[config.mk]
export PLATFORM = sky130hd
export DESIGN_NAME = wdw_supervisor
export DESIGN_NICKNAME = d
export VERILOG_FILES = /design/src/rtl/wdw_pkg.sv /design/src/rtl/wdw_clr_qual.sv /design/src/rtl/wdw_tick_cnt.sv /design/src/rtl/wdw_phase_ctl.sv /design/src/rtl/wdw_supervisor.sv
export SDC_FILE = /design/constraint.sdc
export NUM_CORES = 1
export LEC_CHECK = 0
export BUFFER_PORTS_ARGS = -buffer_cell sky130_fd_sc_hd__buf_2
export CORE_MARGIN = 8
export CORE_UTILIZATION = 38
export DETAILED_ROUTE_END_ITERATION = 7
export HOLD_SLACK_MARGIN = 0.06
export PLACE_DENSITY = 0.59
export SYNTH_ARGS = -nofsm -noshare
export SYNTH_HDL_FRONTEND = slang
export SYNTH_SLANG_ARGS = --single-unit
[constraint.sdc]
create_clock -name clk -period 2.96 [get_ports clk]
set_input_delay 0.148 -clock clk [delete_from_list [all_inputs] [get_ports clk]]
set_output_delay 0.148 -clock clk [all_outputs]
set_load 0.03 [all_outputs]
[src/rtl/wdw_pkg.sv]
package wdw_pkg;
   typedef enum logic [1:0] {
      PH_IDLE   = 2'd0,
      PH_CLOSED = 2'd1,
      PH_OPEN   = 2'd2,
      PH_PULSE  = 2'd3
   } wdw_phase_e;

   function automatic int unsigned wdw_max(input int unsigned a, input int unsigned b);
      return (a > b) ? a : b;
   endfunction
endpackage

[src/rtl/wdw_clr_qual.sv]
module wdw_clr_qual #(
   parameter int unsigned SYNC_STAGES = 2,
   parameter int unsigned MIN_LOW     = 3
) (
   input  logic clk,
   input  logic rst_n,
   input  logic clr_n_in,
   output logic clr_ev
);
   logic [SYNC_STAGES-1:0] sync_sr;
   logic                   s_low;

   always_ff @(posedge clk or negedge rst_n) begin
      if (!rst_n) sync_sr <= '1;
      else        sync_sr <= {sync_sr[SYNC_STAGES-2:0], clr_n_in};
   end

   assign s_low = ~sync_sr[SYNC_STAGES-1];

   generate
      if (MIN_LOW <= 1) begin : g_edge
         logic armed;
         always_ff @(posedge clk or negedge rst_n) begin
            if (!rst_n) armed <= 1'b1;
            else        armed <= ~s_low;
         end
         assign clr_ev = s_low & armed;
      end else begin : g_width
         localparam int unsigned LW = $clog2(MIN_LOW + 1);
         logic [LW-1:0] low_cnt;
         always_ff @(posedge clk or negedge rst_n) begin
            if (!rst_n)                   low_cnt <= '0;
            else if (!s_low)              low_cnt <= '0;
            else if (low_cnt != LW'(MIN_LOW)) low_cnt <= low_cnt + LW'(1);
         end
         assign clr_ev = s_low && (low_cnt == LW'(MIN_LOW - 1));
      end
   endgenerate

   AST_ONE_EVENT_PER_LOW: assert property (@(posedge clk) disable iff (!rst_n)
      clr_ev |=> !clr_ev);
endmodule

[src/rtl/wdw_tick_cnt.sv]
module wdw_tick_cnt #(
   parameter int unsigned CNT_W = 8
) (
   input  logic             clk,
   input  logic             rst_n,
   input  logic             restart,
   input  logic             tick,
   input  logic [CNT_W-1:0] limit,
   output logic             expire
);
   logic [CNT_W-1:0] cnt;
   logic             at_end;

   assign at_end = (cnt == limit - CNT_W'(1));
   assign expire = tick && !restart && at_end;

   always_ff @(posedge clk or negedge rst_n) begin
      if (!rst_n)      cnt <= '0;
      else if (restart) cnt <= '0;
      else if (tick) begin
         if (at_end) cnt <= '0;
         else        cnt <= cnt + CNT_W'(1);
      end
   end

   AST_CNT_BELOW_LIMIT: assert property (@(posedge clk) disable iff (!rst_n)
      cnt < limit);
endmodule

[src/rtl/wdw_phase_ctl.sv]
module wdw_phase_ctl
   import wdw_pkg::*;
#(
   parameter int unsigned CNT_W    = 8,
   parameter int unsigned CLOSED_T = 80,
   parameter int unsigned OPEN_T   = 40,
   parameter int unsigned PULSE_T  = 2
) (
   input  logic             clk,
   input  logic             rst_n,
   input  logic             run_en,
   input  logic             tick,
   input  logic             clr_ev,
   input  logic             expire,
   output logic             restart,
   output logic [CNT_W-1:0] limit,
   output logic             rst_req,
   output logic             svc_ok
);
   wdw_phase_e phase, phase_nx;
   logic       svc_nx;

   always_comb begin
      phase_nx = phase;
      svc_nx   = 1'b0;
      if (!run_en) begin
         phase_nx = PH_IDLE;
      end else begin
         unique case (phase)
            PH_IDLE:   phase_nx = PH_CLOSED;
            PH_CLOSED: begin
               if (clr_ev)      phase_nx = PH_PULSE;
               else if (expire) phase_nx = PH_OPEN;
            end
            PH_OPEN: begin
               if (clr_ev) begin
                  phase_nx = PH_CLOSED;
                  svc_nx   = 1'b1;
               end else if (expire) begin
                  phase_nx = PH_PULSE;
               end
            end
            PH_PULSE: if (expire) phase_nx = PH_CLOSED;
            default:  phase_nx = PH_IDLE;
         endcase
      end
   end

   assign restart = !run_en || (phase == PH_IDLE) ||
                    (clr_ev && ((phase == PH_CLOSED) || (phase == PH_OPEN)));

   always_comb begin
      unique case (phase)
         PH_OPEN:  limit = CNT_W'(OPEN_T);
         PH_PULSE: limit = CNT_W'(PULSE_T);
         default:  limit = CNT_W'(CLOSED_T);
      endcase
   end

   always_ff @(posedge clk or negedge rst_n) begin
      if (!rst_n) begin
         phase  <= PH_IDLE;
         svc_ok <= 1'b0;
      end else begin
         phase  <= phase_nx;
         svc_ok <= svc_nx;
      end
   end

   assign rst_req = (phase == PH_PULSE);

   AST_IDLE_QUIET: assert property (@(posedge clk) disable iff (!rst_n)
      !run_en |=> (!rst_req && !svc_ok));
   AST_EARLY_TRIPS: assert property (@(posedge clk) disable iff (!rst_n)
      (run_en && phase == PH_CLOSED && clr_ev) |=> rst_req);
   AST_SVC_FROM_OPEN: assert property (@(posedge clk) disable iff (!rst_n)
      svc_ok |-> ($past(phase) == PH_OPEN));
   AST_SVC_NO_RESET: assert property (@(posedge clk) disable iff (!rst_n)
      svc_ok |-> (!rst_req && phase == PH_CLOSED));
   AST_PULSE_HOLDS: assert property (@(posedge clk) disable iff (!rst_n)
      (run_en && rst_req && !tick) |=> rst_req);
endmodule

[src/rtl/wdw_supervisor.sv]
module wdw_supervisor #(
   parameter int unsigned PERIOD_TICKS = 100,
   parameter int unsigned OPEN_PCT     = 20,
   parameter int unsigned PULSE_DIV    = 40,
   parameter int unsigned MIN_LOW      = 3,
   parameter int unsigned SYNC_STAGES  = 2
) (
   input  logic clk,
   input  logic rst_n,
   input  logic tick_i,
   input  logic run_en_i,
   input  logic clr_n_i,
   output logic rst_req_o,
   output logic svc_ok_o
);
   localparam int unsigned HALF_T   = PERIOD_TICKS * OPEN_PCT / 100;
   localparam int unsigned CLOSED_T = PERIOD_TICKS - HALF_T;
   localparam int unsigned OPEN_T   = 2 * HALF_T;
   localparam int unsigned PULSE_T  = wdw_pkg::wdw_max(1, PERIOD_TICKS / PULSE_DIV);
   localparam int unsigned MAX_T    = wdw_pkg::wdw_max(wdw_pkg::wdw_max(CLOSED_T, OPEN_T), PULSE_T);
   localparam int unsigned CNT_W    = $clog2(MAX_T + 1);

   generate
      if (OPEN_PCT < 1 || OPEN_PCT > 99) begin : g_bad_pct
         $error("wdw_supervisor: OPEN_PCT must lie in 1..99");
      end
      if (HALF_T < 1) begin : g_bad_half
         $error("wdw_supervisor: open window rounds to zero ticks");
      end
      if (PULSE_DIV < 1) begin : g_bad_div
         $error("wdw_supervisor: PULSE_DIV must be at least 1");
      end
      if (SYNC_STAGES < 2) begin : g_bad_sync
         $error("wdw_supervisor: SYNC_STAGES must be at least 2");
      end
   endgenerate

   logic             clr_ev;
   logic             restart;
   logic             expire;
   logic [CNT_W-1:0] limit;

   wdw_clr_qual #(
      .SYNC_STAGES (SYNC_STAGES),
      .MIN_LOW     (MIN_LOW)
   ) i_qual (
      .clk      (clk),
      .rst_n    (rst_n),
      .clr_n_in (clr_n_i),
      .clr_ev   (clr_ev)
   );

   wdw_tick_cnt #(
      .CNT_W (CNT_W)
   ) i_cnt (
      .clk     (clk),
      .rst_n   (rst_n),
      .restart (restart),
      .tick    (tick_i),
      .limit   (limit),
      .expire  (expire)
   );

   wdw_phase_ctl #(
      .CNT_W    (CNT_W),
      .CLOSED_T (CLOSED_T),
      .OPEN_T   (OPEN_T),
      .PULSE_T  (PULSE_T)
   ) i_ctl (
      .clk     (clk),
      .rst_n   (rst_n),
      .run_en  (run_en_i),
      .tick    (tick_i),
      .clr_ev  (clr_ev),
      .expire  (expire),
      .restart (restart),
      .limit   (limit),
      .rst_req (rst_req_o),
      .svc_ok  (svc_ok_o)
   );

   AST_DISABLE_ENDS_PULSE: assert property (@(posedge clk) disable iff (!rst_n)
      (rst_req_o && !run_en_i) |=> !rst_req_o);
endmodule

# Word level (Yosys, flattened, before mapping)
# Cells that the tools add are included.
# totals
regBits,14
inputBits,5
out_inout_bits,2
elab_cells,47
# classes
n_addsub,3
eq_ne,9
n_mux,16
n_bitwise,1
n_reduce_logical,13
# ops
cell,n
$mux W7,3
$mux W2,8
$pmux W7 S2,1
$ne A4 B3 Y1 const B,2
$pmux W2 S4,1
$add A7 B1 Y7 const B,1
$eq A7 B7 Y1,1
$sub A7 B1 Y7 const B,1
$eq A2 B2 Y1 const B,3
$logic_and A1 B1 Y1,4
$reduce_bool A2 Y1,2
$logic_or A1 B1 Y1,3
$mux W1,3
$ne A3 B2 Y1 const B,1
$reduce_and A3 Y1,1
$add A2 B1 Y2 const B,1
$eq A2 B1 Y1 const B,1
$logic_not A1 Y1,2
$logic_not A2 Y1,1
$ne A2 B2 Y1 const B,1
$not A1 Y1,1

# Longest topological paths before layout
# depth
word_depth,11
depth_mapped,7
depth_no_buf,7

# Cells and area by module
# From an unflattened synthesis, not the netlist that was laid out.
# hier_totals
hier_cells,114
area_unflattened_um2,1086.0
# by_module_without_submodules
mod,n_inst,cells_per_inst,area_each_um2,seq_area_each_um2
wdw_tick_cnt,1,71,631.9,175.2
wdw_phase_ctl,1,30,285.3,75.1
wdw_clr_qual,1,13,168.9,102.6

# Worst setup path after synthesis
# OpenSTA, ideal clock, no wires.
# synth_timing
path_kind,reg-to-reg
startpoint,register i_ctl.phase[0]
endpoint,register i_cnt.cnt[2]
setup_time_ns,0.121
arrival_time_ns,1.499
required_time_ns,2.839
setup_slack_ns,1.340
path_stages_with_launch,8
n_path_buf,0
synth_period_minus_slack_ns,1.620
path_cell_list,dfrtp_1 inv_1 ha_1 xnor2_1 o2111ai_2 o21ai_2 o21bai_1 a22o_2
# synth_between
elab_chain_cells,7
word_cells_on_any_way,15
classes_between,add/sub: 1; eq/ne: 4; mux: 4; reduce/logical: 6
# synth_lines
item,line_no,rtl
"start, declared",wdw_phase_ctl.sv:20,"wdw_phase_e phase, phase_nx;"
"start signal, assigned",wdw_phase_ctl.sv:65,phase <= phase_nx;
$eq A2 B2 Y1 (on tied branches),"wdw_phase_ctl.sv:53, wdw_phase_ctl.sv:50",
$pmux W7 S2,wdw_phase_ctl.sv:53,unique case (phase)
$sub A7 B1 Y7,wdw_tick_cnt.sv:14,assign at_end = (cnt == limit - CNT_W'(1));
$eq A7 B7 Y1,wdw_tick_cnt.sv:14,
$mux W7,wdw_tick_cnt.sv:21,if (at_end) cnt <= '0;
$mux W7,wdw_tick_cnt.sv:20,else if (tick) begin
$mux W7,wdw_tick_cnt.sv:19,else if (restart) cnt <= '0;
"end signal, assigned",wdw_tick_cnt.sv:22,else cnt <= cnt + CNT_W'(1);
"end, declared",wdw_tick_cnt.sv:11,logic [CNT_W-1:0] cnt;
# Several ways; a longest one is shown, not always the timed one. The select of a mux whose other input is x is not followed.
# A chain may end at the register's enable or synchronous reset.

# Worst setup path in the final report
# layout_timing
startpoint,register i_ctl.phase[1]
endpoint,register i_cnt.cnt[3]
# The elaborated chain is that of the path after synthesis.

==> reports/metrics.cfg <==
[final_layout]
fill_cells = 223
layout_common_cells = dfrtp_1, nor2_1, ha_1, nand2_1, buf_2
mostFrequentLayoutCell = dfrtp_1
drive_gt1_share_pct = 20.2
n_antenna_cell = 0
area_growth_pct = 13.1
fin_nets = 108

[timing]
max_slew_margin_pct = 68.6
skew_ns = 0.0168
period_needed_ns = 1.82
finalHoldViolCount = 0
clock.fmax_mhz = 548
period_share_pct = 61.6
worst_slew_pin_slew_ns = 0.471
setup_viol = 0
drv_slew = 0
rsz0062_at_grt = no
holdWs_ns = 0.184
fin_tns_setup_ns = 0

[die]
ios = 7
floorplan.initialDensity_pct = 39.3
row_count = 17
die_area_sq_um = 4010
die_h_microns = 63.4
core-area_sq_um = 2170
fp.dieW_microns = 63.4

[hold_path]
hp-class = primary input to flop

[synthesis]
avgSynthCellArea_sq_um = 10.4
syn_inst = 82
syn_area_sq_um = 852
syn-num-nets = 95
ys_types = 31
yosysSeqAreaShare_pct = 41.4
async_flop_share_pct = 100
synth-edff-count = 0
synth_flop_cell = dfrtp_1
yosys_warnings = 0
ys_seq_elements = 14

[global_route]
grt-ovfl-total = 0
grt_max_degree = 15
grtUsageTotal_pct = 8.60
grt_pass1_wl_microns = 2790
grt_pass1_vias = 632
antenna_found_initial = 0

[clock_tree]
tritoncts = done
clk_latency_ns = 0.28
clockBufferDepth = 2
cts.clk_slew.worst_paths_ns = 0.09
htree_num_levels = 1
clock-sinks = 14
cts_setup_buffers = 0
cts-root-buf = clkbuf_4
numCtsBuffers = 3

[power_and_ir_drop]
cellPowerDensity_nw_per_um2 = 574
p_leak_uw = 0.000438
ir_drop_mv = 0.342

[routing]
drt_iter0_drc = 13
vias = 609
drt-vias-per-instance = 4.99
antenna_left = 0
firstDrtPassIters = 4
drcViolationCount = 0
wirelength_microns = 1570
wire_per_inst_microns = 12.8

[placed_design]
gp_congestion = 0.736
portBuffers = 6
hpwl_microns = 1170

[critical_path]
endpoint_kind = flop
start_kind = flop
critical_path_class = flop to flop
path_max_fanout = 7
worstPathRequired_ns = 3.17
crit_arrival_ns = 2.04

[outcome]
status = finished, final reports clean

[run]
maxCapViolCount = 0

[cell type report]
type | instances | area (sq um) | area share, %
well taps | 28 | 35.0 | 3.64
multi-input cells | 63 | 480 | 49.9
repair buffers | 8 | 50.0 | 5.19
inverters | 5 | 18.8 | 1.95
flip-flops and latches | 14 | 353 | 36.6
clock buffers | 4 | 26.3 | 2.73
[layer usage]
metal | GRT usage, % | vias to the layer above | share of wire (%)
li1 | - | 309 | -
met1 | 10.7 | 290 | 48
met5 | 0 | - | 0
met2 | 12.9 | 8 | 48
met3 | 2.30 | 2 | 2.3
met4 | 5.01 | 0 | 1.7
[path summary, 6_finish.rpt]
kind | startpoint | end | slack [ns] | cells past startpoint
max | i_ctl.phase[1] | i_cnt.cnt[3] | 1.14 | 5
min | run_en_i | i_ctl.phase[0] | 0.18 | 3
max reg2reg | i_ctl.phase[1] | i_cnt.cnt[3] | 1.14 | 5
min reg2reg | i_qual.sync_sr[0] | i_qual.sync_sr[1] | 0.36 | 0
max in group asynchronous | rst_n | i_qual.sync_sr[1] | 2.35 | 2
min in group asynchronous | rst_n | i_cnt.cnt[1] | 0.29 | 2
[flip-flops by register name, indices dropped and copies added, names as in the netlist]
register,count
i_cnt.cnt,7
i_ctl.phase,2
i_qual.g_width.low_cnt,2
i_qual.sync_sr,2
i_ctl.svc_ok,1
[cell usage after synthesis (2+ instances only)]
cell type / count / share of area (%)
dfstp_2: 2 / 6.2
o21bai_1: 2 / 1.8
nand2_1: 7 / 3.1
and3b_1: 2 / 2.1
nor2_1: 8 / 3.5
o21ai_0: 4 / 2.3
nand3_1: 4 / 2.3
nand3b_1: 2 / 1.8
xor2_1: 2 / 2.1
nor2b_1: 2 / 1.5
mux2i_1: 2 / 2.3
ha_1: 8 / 12
a21oi_1: 3 / 1.8
xnor2_1: 2 / 2.1
inv_1: 5 / 2.2
dfrtp_1: 12 / 35
[cells by family after synthesis]
family	after synthesis	share of synthesized area (%)
DFF	14	41.4
xor gates and xnor gates	4	4.11
buffers and inverters	5	2.20
muxes	2	2.35
adders and majority gates	8	11.7
AOI/OAI and AO/OA	17	17.9
and+or+nand+nor	32	20.3
[timing repair]
action                                 CTS  global route
endpoints found under the hold margin   15             0
resized for setup                        0             0
hold buffers                             2             0
[through the flow]
stage / cell area, sq um / power [uW] / instances / setup WS, ns / utilization, %
3_5_place_dp: 917 / 444 / 116 / 1.12 / 42.3
5_1_grt: 963 / 598 / 122 / 0.985 / 44.4
2_1_floorplan: 852 / 401 / 82 / 1.34 / -
4_1_cts: 963 / 563 / 122 / 1.11 / 44.4
6_report: 963 / 553 / 122 / 1.14 / 44.4
3_3_place_gp: 917 / 439 / 116 / 1.15 / 42.3
[power by group]
part	internal [uW]	switching (uW)	leakage, uW
combinational	84.4	118	0.000238
clock	52.1	60.4	0.0000150
sequential	214	24.7	0.000184
[critical path, stage by stage, from the launching register on]
cell and delay (ns):
dfrtp_1 0.45, inv_1 0.11, ha_1 0.39, a2111oi_4 0.50
o21bai_1 0.19, o2bb2ai_1 0.12
(Power assumes the default switching activity.)
